**src/rtl/line_tx_pattern.sv**
```systemverilog
module line_tx_pattern #(
  parameter int E1_W   = 15,
  parameter int E1_TAP = 14,
  parameter int T1_W   = 20,
  parameter int T1_TAP = 17
) (
  input  logic clk,
  input  logic rst_n,
  input  logic t1_mode,
  input  logic tx_data,
  input  logic data_release,
  input  logic auto_ones_en,
  input  logic alt_en,
  input  logic prbs_en,
  input  logic bpv_req,
  input  logic err_req,
  input  logic rx_carrier_loss,
  input  logic rx_all_ones,
  output logic pos_out,
  output logic neg_out
);
  localparam int LW = (T1_W > E1_W) ? T1_W : E1_W;

  logic [LW-1:0] lfsr;
  logic          alt_ph;
  logic          err_prev;
  logic          bpv_prev;
  logic          armed;
  logic [1:0]    run;
  logic          last_pol;
  logic          sel_bit;

  wire force_ones = !data_release | (auto_ones_en & (rx_carrier_loss | rx_all_ones));
  wire prbs_sel   = !force_ones & prbs_en;
  wire alt_sel    = !force_ones & !prbs_en & alt_en;

  wire prbs_bit = t1_mode ? lfsr[T1_W-1] : lfsr[E1_W-1];
  wire prbs_fb  = t1_mode ? (lfsr[T1_W-1] ^ lfsr[T1_TAP-1])
                          : (lfsr[E1_W-1] ^ lfsr[E1_TAP-1]);
  wire e1_dead  = (lfsr[E1_W-1:0] == '0);

  always_comb begin
    if (force_ones)   sel_bit = 1'b1;
    else if (prbs_en) sel_bit = prbs_bit;
    else if (alt_en)  sel_bit = alt_ph;
    else              sel_bit = tx_data;
  end

  wire err_rise = err_req & !err_prev;
  wire tx_bit   = sel_bit ^ err_rise;

  wire arm_eff  = armed | (bpv_req & !bpv_prev);
  wire bpv_inj  = arm_eff & tx_bit & (run == 2'd2);
  wire pol      = bpv_inj ? last_pol : !last_pol;

  always_ff @(posedge clk) begin
    if (!rst_n) begin
      lfsr     <= '1;
      alt_ph   <= 1'b1;
      err_prev <= 1'b0;
      bpv_prev <= 1'b0;
      armed    <= 1'b0;
      run      <= 2'd0;
      last_pol <= 1'b0;
      pos_out  <= 1'b0;
      neg_out  <= 1'b0;
    end else begin
      err_prev <= err_req;
      bpv_prev <= bpv_req;
      if (prbs_sel)
        lfsr <= (!t1_mode && e1_dead) ? '1 : {lfsr[LW-2:0], prbs_fb};
      alt_ph <= alt_sel ? !alt_ph : 1'b1;
      armed  <= arm_eff & !bpv_inj;
      if (!arm_eff || !tx_bit || bpv_inj) run <= 2'd0;
      else                                run <= run + 2'd1;
      if (tx_bit) last_pol <= pol;
      pos_out <= tx_bit & pol;
      neg_out <= tx_bit & !pol;
    end
  end
endmodule


```
**config.mk**
```make
export PLATFORM = sky130hd
export DESIGN_NAME = line_tx_pattern
export DESIGN_NICKNAME = d
export VERILOG_FILES = /design/src/rtl/line_tx_pattern.sv
export SDC_FILE = /design/constraint.sdc
export NUM_CORES = 1
export LEC_CHECK = 0
export ABC_AREA = 1
export BUFFER_PORTS_ARGS = -buffer_cell sky130_fd_sc_hd__buf_2
export CORE_MARGIN = 2
export CORE_UTILIZATION = 61
export CTS_BUF_LIST = sky130_fd_sc_hd__clkbuf_4 sky130_fd_sc_hd__clkbuf_8 sky130_fd_sc_hd__clkbuf_16
export CTS_CLUSTER_DIAMETER = 150
export DETAILED_ROUTE_END_ITERATION = 7
export GPL_ROUTABILITY_DRIVEN = 0
export GPL_TIMING_DRIVEN = 1
export PLACE_DENSITY = 0.82
export SLEW_MARGIN = 10
export SYNTH_ARGS = -nofsm -noshare
export SYNTH_HDL_FRONTEND = slang
export SYNTH_SLANG_ARGS = --single-unit
```
**constraint.sdc**
```tcl
create_clock -name clk -period 2.3 [get_ports clk]
set_clock_uncertainty 0.1 [all_clocks]
set_input_delay 0.46 -clock clk [delete_from_list [all_inputs] [get_ports clk]]
set_output_delay 0.46 -clock clk [all_outputs]
set_load 0.01 [all_outputs]
```
==> results of run 1 <==
==> cell families after synthesis <==
| logic type | synth area share [%] |
|---|---|
| xor gates and xnor gates | 0.6435 |
| DFF | 42.65 |
| buffers and inverters | 14.71 |
| AOI/OAI and AO/OA | 14.52 |
| adders and majority gates | 0.9190 |
| and+or+nand+nor | 26.56 |
==> final cells by class <==
| class | count | share of cell area, % |
|---|---|---|
| Clock buffer | 8 | 4.010 |
| Inverter | 39 | 9.774 |
| Multi-Input combinational cell | 109 | 38.76 |
| Sequential cell | 29 | 38.76 |
| Tap cell | 28 | 2.339 |
| Timing Repair Buffer | 17 | 6.349 |
==> per-layer routing <==
metal / vias to the layer above / part of all wire (%) / track usage [%]
met3: 6 / 5.5 / 9.064
met2: 29 / 50 / 39.83
met5: - / 0 / 0
li1: 609 / - / -
met1: 517 / 43 / 24.21
met4: 0 / 1.9 / 11.84
==> state kept, by name (all words and copies together) (netlist names) <==
register / count
lfsr: 20
run: 2
alt_ph: 1
armed: 1
bpv_prev: 1
err_prev: 1
last_pol: 1
neg_out: 1
pos_out: 1
==> tightest hold or removal path, stage by stage <==
cell and delay (ns):
buf_2 0.08, nand2_1 0.04, inv_1 0.04
==> power by group <==
| group | internal [mW] | leakage [nW] | total, mW | switching [mW] |
|---|---|---|---|---|
| clock network | 0.157 | 0.0368 | 0.323 | 0.166 |
| logic | 0.0516 | 0.523 | 0.131 | 0.0797 |
| registers | 0.533 | 0.239 | 0.547 | 0.0142 |
| total | 0.742 | 0.798 | 1.00 | 0.260 |
==> synthesized netlist by cell type <==
| library cell | instances | share of area [%] |
|---|---|---|
| o211ai_2 | 8 | 7.4 |
| nand4_1 | 3 | 1.4 |
| dfxtp_1 | 29 | 43 |
| buf_6 | 1 | 0.83 |
| nor2_4 | 2 | 1.7 |
| inv_2 | 3 | 0.83 |
| clkbuf_1 | 2 | 0.55 |
| a21boi_1 | 1 | 0.55 |
| inv_1 | 36 | 9.9 |
| xor2_1 | 1 | 0.64 |
| or2_1 | 1 | 0.46 |
| buf_8 | 1 | 1.1 |
| nor3_1 | 2 | 0.74 |
| ha_1 | 1 | 0.92 |
| a21oi_1 | 2 | 0.74 |
| nor2_1 | 10 | 2.8 |
| nor4_1 | 1 | 0.46 |
| nand2_1 | 56 | 15 |
| o21ai_1 | 1 | 0.37 |
| nand3_1 | 10 | 3.7 |
| buf_2 | 4 | 1.5 |
| o211ai_1 | 10 | 5.5 |
==> path summary, 6_finish.rpt <==
path | endpoint | slack, ns | depth (start not counted)
worst min-delay path | err_prev | 0.23 | 3
worst max register to register | lfsr[10] | 0.63 | 6
worst max-delay path | lfsr[10] | 0.63 | 6
worst min register to register | run[0] | 0.36 | 1
==> through the flow <==
step	hold WS, ns	util, %	std cells
after floorplan	0.2920	-	185
final	0.2269	69.03	230
after global routing	0.2340	69.03	230
after global placement	0.3003	66.26	222
after CTS	0.2192	69.03	230
after detailed placement	0.3359	66.26	222
==> layout by cell type, fill, tap and decap left out <==
cell type and count:
dfxtp_1 29, inv_1 36, nor3_1 2, o21ai_1 1, ha_1 1, nand3_1 10
nor4_1 1, a21oi_1 2, nor2_1 10, nand2_1 56, a21boi_1 1, nand4_1 3
buf_4 4, xor2_1 1, nor2_4 2, buf_2 13, o211ai_2 8, clkbuf_4 8
o211ai_1 10, or2_1 1, inv_2 3
==> out/qor.yml, run 1 <==
path_delay_family: "simple AND/OR/NAND/NOR gates"
syn_inst: 185
grt-ovfl-total: 0
fp.dieW_um: 51.24
cts_setup_buffers: 0
fin_setup_tns_ns: 0
seqCellArea_um2: 580.6
crit_path_end_kind: "flip-flop"
synth_fp_nets: 198
numPortBuffers: 13
grt_pass1_wl_mm: 4.402
grtUsageTotal_pct: 23.10
hold_path.class: "primary input to flip-flop"
cp_slowest_stage_delay_ns: 0.34
drive_above_1_share_pct: 18.81
status: "complete, no violations"
slew_violations: 0
cp_slowest_cell: "nor4_1"
routedWlPerCell_um: 10.75
route.detailed.drc: 0
grt_pass1_vias: 1093
postCtsHoldBufs: 0
cp_cell_sequence: "nor4_1 -> nand3_1 -> buf_4 -> nand2_1 -> nand2_1 -> o211ai_1"
cap_viol_max_count: 0
grt_max_degree: 16
antenna_found_initial: 0
timing.final.crit_share_pct: 72.71
crit_path_frequent_cell: "nand2_1"
cts_buffer_depth: 2
p_leak_nw: 0.7985
start_util_pct: 62.75
dieArea_mm2: 0.002626
finalPower_mw: 1.001
tightest_slew_ns: 0.3433
max-slew-margin-rel_pct: 77.05
clk_pin_slew_ns: 0.09
io_pins: 14
crit_path_start_kind: "flip-flop"
synthesis.area_mm2: 0.001361
timing.rr.start: "lfsr[10]"
syn_avg_cell_area_um2: 7.358
final_area_mm2: 0.001498
nFillCells: 189
period_needed_ns: 1.672
min-delay-start: "err_req"
cts_max_level: 2
dp_hpwl_mm: 1.822
rsz0062_at_grt: "false"
clock_sinks: 29
multi_input_comb_area_um2: 580.6
cts_buffers: 5
yosysWarnings: 0
synth_seq_area_share_pct: 42.65
die_h_um: 51.24
place_ws_ns: 0.4980
cts-resized-gates: 0
n_antenna_cell: 0
vias: 1161
nNetsFinal: 214
worst-path-buf-inv: 1
critical_path_class: "flip-flop to flip-flop"
crit_required_ns: 2.45
synth-seq-cells: 29
viasPerCell: 5.048
placed_area_mm2: 0.001438
clock-root-buffer: "clkbuf_4"
core_area_mm2: 0.002170
powerDensity_mw_per_mm2: 668.5
ant_nets: 0
vdd_drop_max_mv: 0.5850
arrival_ns: 1.82
routed_wl_mm: 2.473
max_freq_mhz: 598.0
critical_path.max_fanout: 11
finalHoldViolations: 0
drt_iter0_drc: 15
rows: 17
synthDistinctLibCells: 22
cts_tree: "yes"
synthToLayoutAreaGrowth_pct: 10.02
cp-startpoint: "lfsr[10]"
worst_slack_ns: 0.6277
setup_viol: 0
clk_latency_ns: 0.32
drtPass1Iterations: 4
Note: power is estimated with default switching activity, not from simulation.
==> run 2: changes to the inputs <==
--- a/config.mk
+++ b/config.mk
@@ -8,13 +8,13 @@
 export ABC_AREA = 1
 export BUFFER_PORTS_ARGS = -buffer_cell sky130_fd_sc_hd__buf_2
 export CORE_MARGIN = 2
-export CORE_UTILIZATION = 61
+export CORE_UTILIZATION = 57
 export CTS_BUF_LIST = sky130_fd_sc_hd__clkbuf_4 sky130_fd_sc_hd__clkbuf_8 sky130_fd_sc_hd__clkbuf_16
 export CTS_CLUSTER_DIAMETER = 150
 export DETAILED_ROUTE_END_ITERATION = 7
 export GPL_ROUTABILITY_DRIVEN = 0
 export GPL_TIMING_DRIVEN = 1
-export PLACE_DENSITY = 0.82
+export PLACE_DENSITY = 0.78
 export SLEW_MARGIN = 10
 export SYNTH_ARGS = -nofsm -noshare
 export SYNTH_HDL_FRONTEND = slang
==> constraint.sdc (replaced) <==
create_clock -name clk -period 1.7 [get_ports clk]
set_clock_uncertainty 0.1 [all_clocks]
set_input_delay 0.34 -clock clk [delete_from_list [all_inputs] [get_ports clk]]
set_output_delay 0.34 -clock clk [all_outputs]
set_load 0.01 [all_outputs]
==> run 2 against run 1 <==
Effect of this change:
- core utilization shrank 0.57 points
- global-route usage down 0.79 points
- sequential share of layout area fell by 0.79 points
- clock power grew 34%
- largest cell class unchanged
- fmax is 25% higher
- via count shrank 0.86%
- cell count unchanged
- non-clock buffer count is 1 higher
- design area increased by 2.1%
- sequential power up 35%
==> out/qor.yml, run 2 (synthesis gave the netlist of run 1 again) <==
viasPerCell: 5.004
p_leak_nw: 0.8072
hold_end: "err_prev"
powerDensity_mw_per_mm2: 887.5
largest_register_ff_count: 20
seqCellArea_um2: 580.6
clock_sinks: 29
vdd_drop_max_mv: 0.6590
placed_area_mm2: 0.001470
largest_registers: "lfsr: 20 flops, run: 2 flops"
routed_wl_mm: 2.503
grt_pass1_vias: 1052
top_register: "lfsr"
grtUsageTotal_pct: 22.30
start_util_pct: 60.95
max_freq_mhz: 744.9
multi_input_comb_area_um2: 580.6
io_pins: 14
core_area_mm2: 0.002233
top_layer_used: "met4"
fin_setup_tns_ns: 0
crit_path_start_kind: "flip-flop"
cp_slowest_stage_delay_ns: 0.33
cp_slowest_cell: "dfxtp_1"
final_area_mm2: 0.001529
route.detailed.drc: 0
share_comb_of_total_power_pct: 13.7
clk_pin_slew_ns: 0.09
clock-root-buffer: "clkbuf_4"
cts_tree: "yes"
dieArea_mm2: 0.002795
clk_latency_ns: 0.32
fp.dieW_um: 52.87
rsz0062_at_grt: "false"
max-slew-margin-rel_pct: 80.69
met1_length_mm: 1.152
vias: 1151
rrSetupSlack_ns: 0.36
routedWlPerCell_um: 10.88
drive_above_1_share_pct: 18.81
crit_path_frequent_cell: "nand3_1"
timing.rr.start: "lfsr[13]"
dr_wl_met2_mm: 1.168
met3_length_um: 129
min-delay-start: "err_req"
critical_path.max_fanout: 12
ant_nets: 0
die_h_um: 52.87
nNetsFinal: 215
numPortBuffers: 13
synthToLayoutAreaGrowth_pct: 12.32
crit_required_ns: 1.86
timing.final.crit_share_pct: 78.97
slew_violations: 0
postCtsHoldBufs: 0
p_clk_share_pct: 31.9
intPower_mw: 1.008
cts_buffers: 5
hold_path.class: "primary input to flip-flop"
grt-ovfl-total: 0
rows: 17
setup_viol: 0
drt_iter0_drc: 24
tightest_slew_ns: 0.2897
holdPathStages: 3
cts_max_level: 2
cts_buffer_depth: 2
final_cell_mix: "56 x nand2_1, 36 x inv_1, 29 x dfxtp_1"
period_needed_ns: 1.343
status: "complete, no violations"
finalHoldViolations: 0
cap_viol_max_count: 0
power.share.switching_pct: 25.73
nFillCells: 196
rr_endpoint: "lfsr[0]"
final_util_pct: 68.46
critical_path_class: "flip-flop to flip-flop"
fin_hold_ws_ns: 0.1061
n_antenna_cell: 0
drtPass1Iterations: 4
grt_max_degree: 24
p_sw_mw: 0.3491
dp_hpwl_mm: 1.752
antenna_found_initial: 0
cp_cell_sequence: "nor2_1 -> inv_1 -> nor3_1 -> nand3_1 -> buf_4 -> o21ai_1 -> nand2_1 -> nand3_1"
layout_commonest_cell: "nand2_1"
reg2regPathDepth: 8
power_frac_seq_pct: 54.5
arrival_ns: 1.51
grt_pass1_wl_mm: 4.395
cts_setup_buffers: 0
cts-resized-gates: 0
crit_path_end_kind: "flip-flop"
finalPower_mw: 1.357
-- run 2: power groups by stage --
| stage | sequential, mW | combinational [mW] | clock [mW] |
|---|---|---|---|
| final | 0.739 | 0.185 | 0.432 |
| after global routing | 0.744 | 0.212 | 0.480 |
| after CTS | 0.739 | 0.187 | 0.444 |
| after detailed placement | 0.755 | 0.185 | 0 |
| after global placement | 0.753 | 0.176 | 0 |
| after floorplan | 0.753 | 0.136 | 0 |
-- run 2: final cells by class --
| class | instances | area share [%] |
|---|---|---|
| clock buffer | 7 | 3.846 |
| inverter | 39 | 9.574 |
| multi-input combinational | 109 | 37.97 |
| timing repair buffer | 18 | 8.347 |
| sequential | 29 | 37.97 |
| tap | 28 | 2.291 |
-- run 2: metrics by stage --
stage          setup WS [ns]  std cells
2_1_floorplan         0.3987        185
3_3_place_gp          0.2655        223
3_5_place_dp          0.2094        223
4_1_cts               0.3632        230
5_1_grt               0.2301        230
6_report              0.3575        230
-- run 2: worst max-delay path, delay by kind of cell (launching register included) --
| family | cells | cell delay, ns |
|---|---|---|
| AOI/OAI and AO/OA | 1 | 0.09 |
| DFF | 1 | 0.33 |
| buffers and inverters | 2 | 0.26 |
| and+or+nand+nor | 5 | 0.50 |
-- run 2: worst max path at each step --
stage	from	end	slack, ns	depth (start not counted)
6_report	lfsr[13]	lfsr[0]	0.36	8
5_1_grt	lfsr[14]	lfsr[0]	0.23	8
4_1_cts	lfsr[7]	lfsr[0]	0.36	8
3_5_place_dp	rx_all_ones	lfsr[11]	0.21	9
3_3_place_gp	rx_all_ones	lfsr[8]	0.27	8
2_1_floorplan	rx_all_ones	lfsr[18]	0.40	8
-- run 2: per-layer routing --
layer / up-vias / GRT usage [%]
met5: - / 0
met4: 0 / 12.82
met3: 5 / 7.627
met2: 22 / 34.38
met1: 513 / 26.81
li1: 611 / -
